--- src/rtl/sol_pkg.sv ---
`timescale 1ns/1ps
package sol_pkg;

  typedef enum logic [2:0] {
    OP_AND = 3'd0,
    OP_ORR = 3'd1,
    OP_EOR = 3'd2,
    OP_BIC = 3'd3,
    OP_ADD = 3'd4,
    OP_SUB = 3'd5,
    OP_CMP = 3'd6,
    OP_TST = 3'd7
  } sol_op_e;

  typedef enum logic [1:0] {
    SH_LSL = 2'd0,
    SH_LSR = 2'd1,
    SH_ASR = 2'd2,
    SH_ROR = 2'd3
  } sol_shift_e;

  typedef struct packed {
    logic n;
    logic z;
    logic c;
    logic v;
  } sol_flags_t;

  // Opcodes that only probe operands: flags yes, register write no
  function automatic logic op_is_probe(sol_op_e o);
    return (o == OP_CMP) || (o == OP_TST);
  endfunction

  // Opcodes whose C and V come from the adder
  function automatic logic op_is_arith(sol_op_e o);
    return (o == OP_ADD) || (o == OP_SUB) || (o == OP_CMP);
  endfunction

endpackage

--- src/rtl/sol_shifter.sv ---
`timescale 1ns/1ps
module sol_shifter
  import sol_pkg::*;
#(
  parameter int W  = 32,
  parameter int SW = 5
) (
  input  logic [W-1:0]  din,
  input  sol_shift_e    kind,
  input  logic [SW-1:0] amt,
  input  logic          c_in,
  output logic [W-1:0]  dout,
  output logic          c_out
);

  logic [W:0]     wide;
  logic [2*W-1:0] dbl;

  always_comb begin
    wide  = '0;
    dbl   = '0;
    dout  = din;
    c_out = c_in;
    if (amt != '0) begin
      unique case (kind)
        SH_LSL: begin
          // extra bit on top catches the last bit pushed out
          wide  = {1'b0, din} << amt;
          dout  = wide[W-1:0];
          c_out = wide[W];
        end
        SH_LSR: begin
          wide  = {din, 1'b0} >> amt;
          dout  = wide[W:1];
          c_out = wide[0];
        end
        SH_ASR: begin
          wide  = $signed({din, 1'b0}) >>> amt;
          dout  = wide[W:1];
          c_out = wide[0];
        end
        SH_ROR: begin
          dbl   = {din, din} >> amt;
          dout  = dbl[W-1:0];
          c_out = dbl[W-1];
        end
        default: ;
      endcase
    end
  end

endmodule

--- src/rtl/sol_imm_expand.sv ---
`timescale 1ns/1ps
module sol_imm_expand #(
  parameter int W  = 32,
  parameter int IW = 8,
  parameter int RW = 4,
  parameter int SW = 5
) (
  input  logic [IW+RW-1:0] field,
  input  logic             c_in,
  output logic [W-1:0]     value,
  output logic             c_out
);

  logic [RW-1:0]  rot;
  logic [SW-1:0]  rot_amt;
  logic [W-1:0]   base;
  logic [2*W-1:0] dbl;

  always_comb begin
    rot     = field[IW+RW-1:IW];
    base    = W'(field[IW-1:0]);
    rot_amt = SW'((int'(rot) * 2) % W);
    dbl     = {base, base} >> rot_amt;
    value   = dbl[W-1:0];
    c_out   = (rot == '0) ? c_in : value[W-1];
  end

endmodule

--- src/rtl/sol_alu.sv ---
`timescale 1ns/1ps
module sol_alu
  import sol_pkg::*;
#(
  parameter int W = 32
) (
  input  logic [W-1:0] a,
  input  logic [W-1:0] b,
  input  sol_op_e      op,
  input  logic         sh_c,
  input  sol_flags_t   f_in,
  output logic [W-1:0] res,
  output sol_flags_t   f_out
);

  logic         subtract;
  logic [W-1:0] b_add;
  logic [W:0]   sum;

  always_comb begin
    subtract = (op == OP_SUB) || (op == OP_CMP);
    b_add    = subtract ? ~b : b;
    sum      = {1'b0, a} + {1'b0, b_add} + (W+1)'(subtract);
    unique case (op)
      OP_AND, OP_TST: res = a & b;
      OP_ORR:         res = a | b;
      OP_EOR:         res = a ^ b;
      OP_BIC:         res = a & ~b;
      default:        res = sum[W-1:0];
    endcase
    f_out.n = res[W-1];
    f_out.z = (res == '0);
    if (op_is_arith(op)) begin
      f_out.c = sum[W];
      f_out.v = (a[W-1] == b_add[W-1]) && (res[W-1] != a[W-1]);
    end else begin
      f_out.c = sh_c;
      f_out.v = f_in.v;
    end
  end

endmodule

--- src/rtl/sol_unit.sv ---
`timescale 1ns/1ps
module sol_unit
  import sol_pkg::*;
#(
  parameter int DATA_W = 32,
  parameter int IMM_W  = 8,
  parameter int ROT_W  = 4,
  localparam int SHAMT_W = $clog2(DATA_W),
  localparam int FIELD_W = IMM_W + ROT_W
) (
  input  logic               clk,
  input  logic               rst,
  input  logic [DATA_W-1:0]  src_a,
  input  logic [DATA_W-1:0]  src_b,
  input  logic               use_imm,
  input  logic [1:0]         shift_kind,
  input  logic [SHAMT_W-1:0] shift_amt,
  input  logic [FIELD_W-1:0] imm_field,
  input  logic [2:0]         op_code,
  input  logic               set_flags,
  output logic [DATA_W-1:0]  result,
  output logic               result_we,
  output logic               flag_n,
  output logic               flag_z,
  output logic               flag_c,
  output logic               flag_v
);

  sol_op_e     op;
  sol_flags_t  flags_q;
  sol_flags_t  alu_flags;
  logic [DATA_W-1:0] sh_val, imm_val, op2, alu_res;
  logic sh_c, imm_c, op2_c, update;

  assign op     = sol_op_e'(op_code);
  assign update = set_flags || op_is_probe(op);

  sol_shifter #(.W(DATA_W), .SW(SHAMT_W)) u_shift (
    .din   (src_b),
    .kind  (sol_shift_e'(shift_kind)),
    .amt   (shift_amt),
    .c_in  (flags_q.c),
    .dout  (sh_val),
    .c_out (sh_c)
  );

  sol_imm_expand #(.W(DATA_W), .IW(IMM_W), .RW(ROT_W), .SW(SHAMT_W)) u_imm (
    .field (imm_field),
    .c_in  (flags_q.c),
    .value (imm_val),
    .c_out (imm_c)
  );

  assign op2   = use_imm ? imm_val : sh_val;
  assign op2_c = use_imm ? imm_c : sh_c;

  sol_alu #(.W(DATA_W)) u_alu (
    .a     (src_a),
    .b     (op2),
    .op    (op),
    .sh_c  (op2_c),
    .f_in  (flags_q),
    .res   (alu_res),
    .f_out (alu_flags)
  );

  always_ff @(posedge clk) begin
    if (rst) begin
      result    <= '0;
      result_we <= 1'b0;
      flags_q   <= '0;
    end else begin
      result    <= alu_res;
      result_we <= !op_is_probe(op);
      if (update) flags_q <= alu_flags;
    end
  end

  assign flag_n = flags_q.n;
  assign flag_z = flags_q.z;
  assign flag_c = flags_q.c;
  assign flag_v = flags_q.v;

  // probe opcodes never request a write
  assert_probe_no_write_R7: assert property (@(posedge clk) disable iff (rst)
    op_is_probe(op) |=> !result_we);

  // without a request the flags stay put
  assert_flags_hold_R8: assert property (@(posedge clk) disable iff (rst)
    !update |=> $stable({flag_n, flag_z, flag_c, flag_v}));

  // N and Z follow the registered result when flags load
  assert_nz_track_R9: assert property (@(posedge clk) disable iff (rst)
    update |=> (flag_n == result[DATA_W-1]) && (flag_z == (result == '0)));

  // logical opcodes leave V alone
  assert_logic_v_hold_R10: assert property (@(posedge clk) disable iff (rst)
    (update && !op_is_arith(op)) |=> $stable(flag_v));

endmodule

--- config.mk ---
export PLATFORM = sky130hd
export DESIGN_NAME = sol_unit
export DESIGN_NICKNAME = d
export VERILOG_FILES = /design/src/rtl/sol_pkg.sv /design/src/rtl/sol_shifter.sv /design/src/rtl/sol_imm_expand.sv /design/src/rtl/sol_alu.sv /design/src/rtl/sol_unit.sv
export SDC_FILE = /design/constraint.sdc
export NUM_CORES = 1
export LEC_CHECK = 0
export BUFFER_PORTS_ARGS = -buffer_cell sky130_fd_sc_hd__buf_2
export CAP_MARGIN = 30
export CORE_AREA = 2 2 278 143
export DETAILED_ROUTE_END_ITERATION = 12
export DIE_AREA = 0 0 280 145
export SLEW_MARGIN = 25
export SYNTH_ARGS = -nofsm -noshare
export SYNTH_HDL_FRONTEND = slang
export SYNTH_SLANG_ARGS = --single-unit
--- constraint.sdc ---
create_clock -name clk -period 6.2 [get_ports clk]
set_input_delay 0 -clock clk [delete_from_list [all_inputs] [get_ports clk]]
set_output_delay 0 -clock clk [all_outputs]
set_load 0.05 [all_outputs]
# Yosys cells after proc, flatten, opt, wreduce, memory -nomap -nowiden
# Index checks and enable logic that the tools add are counted.
# classes
eq_ne	13
bitwise	5
shifts	5
muxes	10
n_addsub	2
n_reduce_logical	16
# op_table
op	n
one-hot mux 32 bit (4 select lines)	2
2-to-1 mux 32 bit	3
bitwise AND 32 bit	2
>> shifter 64 x 5 -> 32 bit	1
>> shifter 40 x 5 -> 32 bit	1
adder 32 x 32 -> 33 bit	1
adder 33 x 1 -> 33 bit	1
<< shifter 32 x 5 -> 33 bit	1
>> shifter 33 x 5 -> 33 bit	1
>>> shifter 33 x 5 -> 33 bit	1
logical NOT 32 bit	1
inverter 32 bit	1
OR 32 bit	1
bitwise XOR 32 bit	1
== test 3 bit (second input constant)	4
== test 3 x 2 -> 1 bit (second input constant)	2
logical OR 1 bit	5
nonzero test 5 bit	1
== test 2 bit (second input constant)	2
logical NOT 4 bit	1
one-hot mux 1 bit (4 select lines)	1
== test 3 x 1 -> 1 bit (second input constant)	1
logical NOT 3 bit	1
2-to-1 mux 1 bit	3
12 further kinds	12
# word_totals
regBits	37
inputBits	90

# Depth between registers and ports, before layout
# depth
depth_word	12
ltp_mapped	26
ltp_nobuf	21

# Cells and area by module
# From an unflattened synthesis, not the netlist that was laid out.
# unflattened
cells_unflattened	1882
hier_area_um2	13908.3
# modules_own_cells
mod	area_each_um2	seq_area_each_um2	cells_each	n_inst
sol_shifter	7011.7	0.0	947	1
sol_alu	4580.6	0.0	711	1
sol_unit	1630.3	740.7	124	1
sol_imm_expand	685.7	0.0	100	1

# Worst setup path before layout
# Ideal clock, no wire load.
# synth_timing
path_kind	input -> register
start	input port shift_amt[2]
end	register flags_q (netlist bit flag_z)
slack_ps	988
arrival_ps	5128
required_time_ps	6116
path_stages	26
path_cell_list	buf_2 buf_2 buf_2 buf_1 buf_2 o2111ai_1 a31oi_1 o21ai_0 nand3_1 nor3_1 a2111o_1 nand2_1 xnor2_1 ha_1 nor2b_1 o2111ai_1 a21oi_1 o31ai_1 a21boi_0 or4_1 a32oi_1 o211ai_1 or4_1 nor4_2 nand4_1 o31ai_2
# synth_via
elab_chain_len	10
elab_cells_between_ends	18
classes_between	add/sub (2); shift (4); mux (5); bitwise (5); reduce/logical (2)
# synth_rtl
item	line_no	source
start: declaration	sol_unit.sv:17	input logic [SHAMT_W-1:0] shift_amt,
>> shifter 64 x 5 -> 32 bit (tied with other cells)	sol_shifter.sv:43	dbl = {din, din} >> amt;
one-hot mux 32 bit (4 select lines)	sol_shifter.sv:25	unique case (kind)
2-to-1 mux 32 bit (*)	sol_shifter.sv:24	if (amt != '0) begin
2-to-1 mux 32 bit (*)	sol_unit.sv:54	assign op2 = use_imm ? imm_val : sh_val;
inverter 32 bit	sol_alu.sv:22, sol_alu.sv:28	
2-to-1 mux 32 bit	sol_alu.sv:22	b_add = subtract ? ~b : b;
adder 32 x 32 -> 33 bit	sol_alu.sv:23	sum = {1'b0, a} + {1'b0, b_add} + (W+1)'(subtract);
adder 33 x 1 -> 33 bit	sol_alu.sv:23	
one-hot mux 32 bit (4 select lines) (*)	sol_alu.sv:24	unique case (op)
logical NOT 32 bit (*)	sol_alu.sv:32	f_out.z = (res == '0);
end signal: assignment	sol_unit.sv:75	if (update) flags_q <= alu_flags;
end: declaration	sol_unit.sv:30	sol_flags_t flags_q;
# Every way passes the cells marked *; elsewhere a longest branch is shown, timed or not.
# A chain may end at the register's enable or synchronous reset.

# Worst setup path in the final report
# layout_timing
start	input port shift_amt[4]
end	register flags_q (netlist bit flag_z)
# Same word-level chain as after synthesis.

==> run metrics <==
mapped cell area=roughly 12000 µm²; CTS sink count=37; internal power=1.31 mW; routed vias=16743; root buffer cell=clkbuf_16; Crit path max-delay family=compound AO/OA/AOI/OAI gates; pwr dens=around 180 nW/µm²; maxcap violations=0; largest net degree at the start of global routing=48; clk buf depth=2; Gate power share=78.8%; gr busiest metal=met1; initial drt markers=3263; Ys Warns=0; Slew Viols, Final=0; worst-margin pin slew=1.05 ns; CTS tree=done; final period utilization=~99%; drt drc=0; sequential share of power=about a tenth; post-synthesis sequential area ratio=5.96%; DIE WIDTH=280 µm; Die ar.=roughly 41000 µm²; endpoints failing hold=0; filler instances=3922; clock transition at the registers of the reported paths=0.07 ns; Final Cell Area=15600 µm²; CP arrival=6.37 ns; ys async rst share=0%; Leakage Power=6.66 nW; fmax=0.163 GHz; Layout area overhead=25.9%; syn_nets=1816; fin nets=2107; clock share of power=between 10% and 20%; post-route clock skew=0 ns; H-tree Lvls=2; first-pass GRT wire length=117000 µm; hold_buf cts=0; Pre-antenna DRT Iters=7; initial antenna violation count=4; Synth Instances=roughly 1700; drt total wl=84800 µm; setup bufs post-CTS=0; Die Ht=145 µm; Power, Total=about 2.8 mW; Syn Area/Cell=around 7.5 µm²; Tot GR Track Use=40.3%; GRT Residual Overflow=0; I/O Buffers=around 130; final setup fails=0; relative slew slack=between 20% and 30%; crit path cell chain=buf_2 -> buf_4 -> mux4_2 -> a221oi_1 -> o22ai_1 -> a311oi_1 -> buf_4 -> nor3_1 -> buf_4 -> xnor2_1 -> buf_4 -> ha_1 -> nor2b_1 -> o21ai_0 -> nand2b_1 -> or3_1 -> o21ai_0 -> xnor2_1 -> a21o_1 -> nand4b_1 -> nor4_2 -> buf_4 -> nand4_1 -> o31ai_2; Setup crit end kind=register; floorplan row count=51; share of layout cells above drive strength 1=30.8%; most used cell, CP=buf_4; GR met1 Demand/Resource=61.6%; placed cells=2448; gpl congestion=1.16; unrepaired setup endpoints after global routing=no; Worst setup SP type=input port; critical path buffer and inverter count=6; worst skew pair latency=approximately 0.30 ns; Max FO, Critical Path=10; status=finished, final reports clean; met2 GRT Util=a little under half; Net Sw Frac=53.1%; post-layout util=about two fifths; post-route ant nets=0; WP data required=6.42 ns; Switch Pwr=around 1.5 mW; min Tclk post-route=6.15 ns; number of synthesized register bits=37; average routed wire per standard cell=34.4 µm; CTS buffer count=5; I/O Pins=roughly 130; initial core utilization=between 30% and 40%; Peak VDD IR=0.000170 V; Slowest cell on crit path=a311oi_1; worst min-delay path class=in2reg; post-synth cell types=a little under 100; via/cell ratio=6.80; Final Non-Filler Cells=2461; number of global-route vias before repair=14943; Primary FF master, synth=dfxtp_1; met3 Resource Use GR=about a quarter; placed cell area=15400 µm²; Core Region=38200 µm²; post-CTS sizing=0; max incr delay on CP=0.73 ns; Post-synth EDFFs=0; DP HPWL=~69000 µm; kind of critical path=in2reg
[through the flow]
| step | worst slack [ns] | setup TNS [ns] | hold slack (ns) |
|---|---|---|---|
| 4_1_cts | 0.166 | 0 | 0.101 |
| 2_1_floorplan | 0.988 | 0 | 0.158 |
| 3_5_place_dp | -0.114 | -0.114 | 0.418 |
| 5_1_grt | 0.0228 | 0 | 0.113 |
| 3_3_place_gp | -0.0609 | -0.0609 | 0.418 |
| 6_report | 0.0535 | 0 | 0.132 |
[area by class of cell]
class	instances	area [µm²]	area share, %
inverters	71	267	1.70
well taps	503	629	4.02
multi-input cells	1400	10700	68.5
diodes	4	10.0	0.0640
flip-flops and latches	37	741	4.74
repair buffers	438	3110	19.9
clock inverters	3	46.3	0.296
clock buffers	5	125	0.800
[power groups by stage]
stage	Sequential [mW]	Clock, mW	Combinational (mW)
after global routing	0.283	0.330	2.27
final	0.279	0.314	2.20
after global placement	0.282	0	2.07
after CTS	0.279	0.316	2.08
after floorplan	0.399	0	1.05
after detailed placement	0.284	0	2.06
[worst paths after layout]
path | end | startpoint | slack (ns) | cells after the start
worst min-delay path | result[4]$_SDFF_PP0_ | src_a[4] | 0.13 | 3
worst max register to register | flag_c$_SDFFE_PP0P_ | flag_c$_SDFFE_PP0P_ | 5.48 | 2
worst max-delay path | flag_z$_SDFFE_PP0P_ | shift_amt[4] | 0.05 | 24
worst min register to register | flag_v$_SDFFE_PP0P_ | flag_v$_SDFFE_PP0P_ | 0.47 | 2
[placed cells by master (no fill, tap or decap), types with 17 or more instances in the layout]
cell	instances
xnor2_1	50
a211oi_1	18
ha_1	63
inv_1	66
nor2_1	149
o22ai_1	32
nand2_1	144
o21ai_0	85
mux4_2	71
buf_2	126
a22oi_1	17
nor2b_1	25
mux2_2	36
buf_4	300
nand3_1	46
o21a_1	21
mux2i_1	83
a21oi_1	135
a21o_1	19
a31oi_1	23
o211ai_1	32
dfxtp_1	37
nor3_1	42
[cells in the mapped netlist, types with 8 or more instances]
cell type	number	share of area, %
a211oi_1	18	1.1
a21o_1	19	1.1
a21oi_1	137	5.5
a221oi_1	15	1.1
a22oi_1	17	1.0
a31oi_1	23	1.2
and2_1	11	0.55
and3_1	9	0.45
buf_1	19	0.57
buf_2	25	1.0
clkbuf_1	96	2.9
dfxtp_1	37	6.0
ha_1	63	6.3
inv_1	66	2.0
mux2_1	8	0.73
mux2_2	36	3.3
mux2i_1	85	6.9
mux4_2	71	13
nand2_1	144	4.4
nand2b_1	16	0.81
nand3_1	46	1.9
nand3b_1	12	0.73
nand4_1	14	0.71
nor2_1	150	4.5
nor2b_1	25	1.3
nor3_1	43	1.7
o211ai_1	32	1.9
o21a_1	21	1.3
o21ai_0	88	3.5
o221ai_1	8	0.56
o22ai_1	32	1.6
o31ai_1	13	0.79
or2_2	10	0.50
or3_1	9	0.45
or4_1	8	0.48
xnor2_1	50	3.5
[tightest hold or removal path, delay by kind of cell]
kind	cells	cell delay, ns
AND/OR/NAND/NOR	1	0.08
buffers and inverters	1	0.17
AO/OA/AOI/OAI	1	0.14
[flip-flops by register name, indices dropped and copies added, names as in the netlist]
register	flops
flag_c	1
flag_z	1
flag_v	1
result	32
flag_n	1
result_we	1
[logic make-up (layout without fill, tap and decap cells)]
kind of cell | count (synthesis) | after routing | synth area share [%]
flops | 37 | 37 | 5.96
compound gates | 545 | 545 | 29.8
mux | 209 | 209 | 25.3
buf+inv | 225 | 517 | 8.10
fa+ha+maj | 64 | 64 | 6.51
simple gates | 527 | 527 | 20.4
other cells | 0 | 4 | 0
xor+xnor | 55 | 55 | 3.88
[metal layers]
layer  vias to the layer above  share of wire (%)
met3                       119                 21
met1                      8183                 44
met5                         -              0.098
li1                       6967                  -
met4                         6                1.3
met2                      1468                 33
Power figures use the tool's default switching activity.
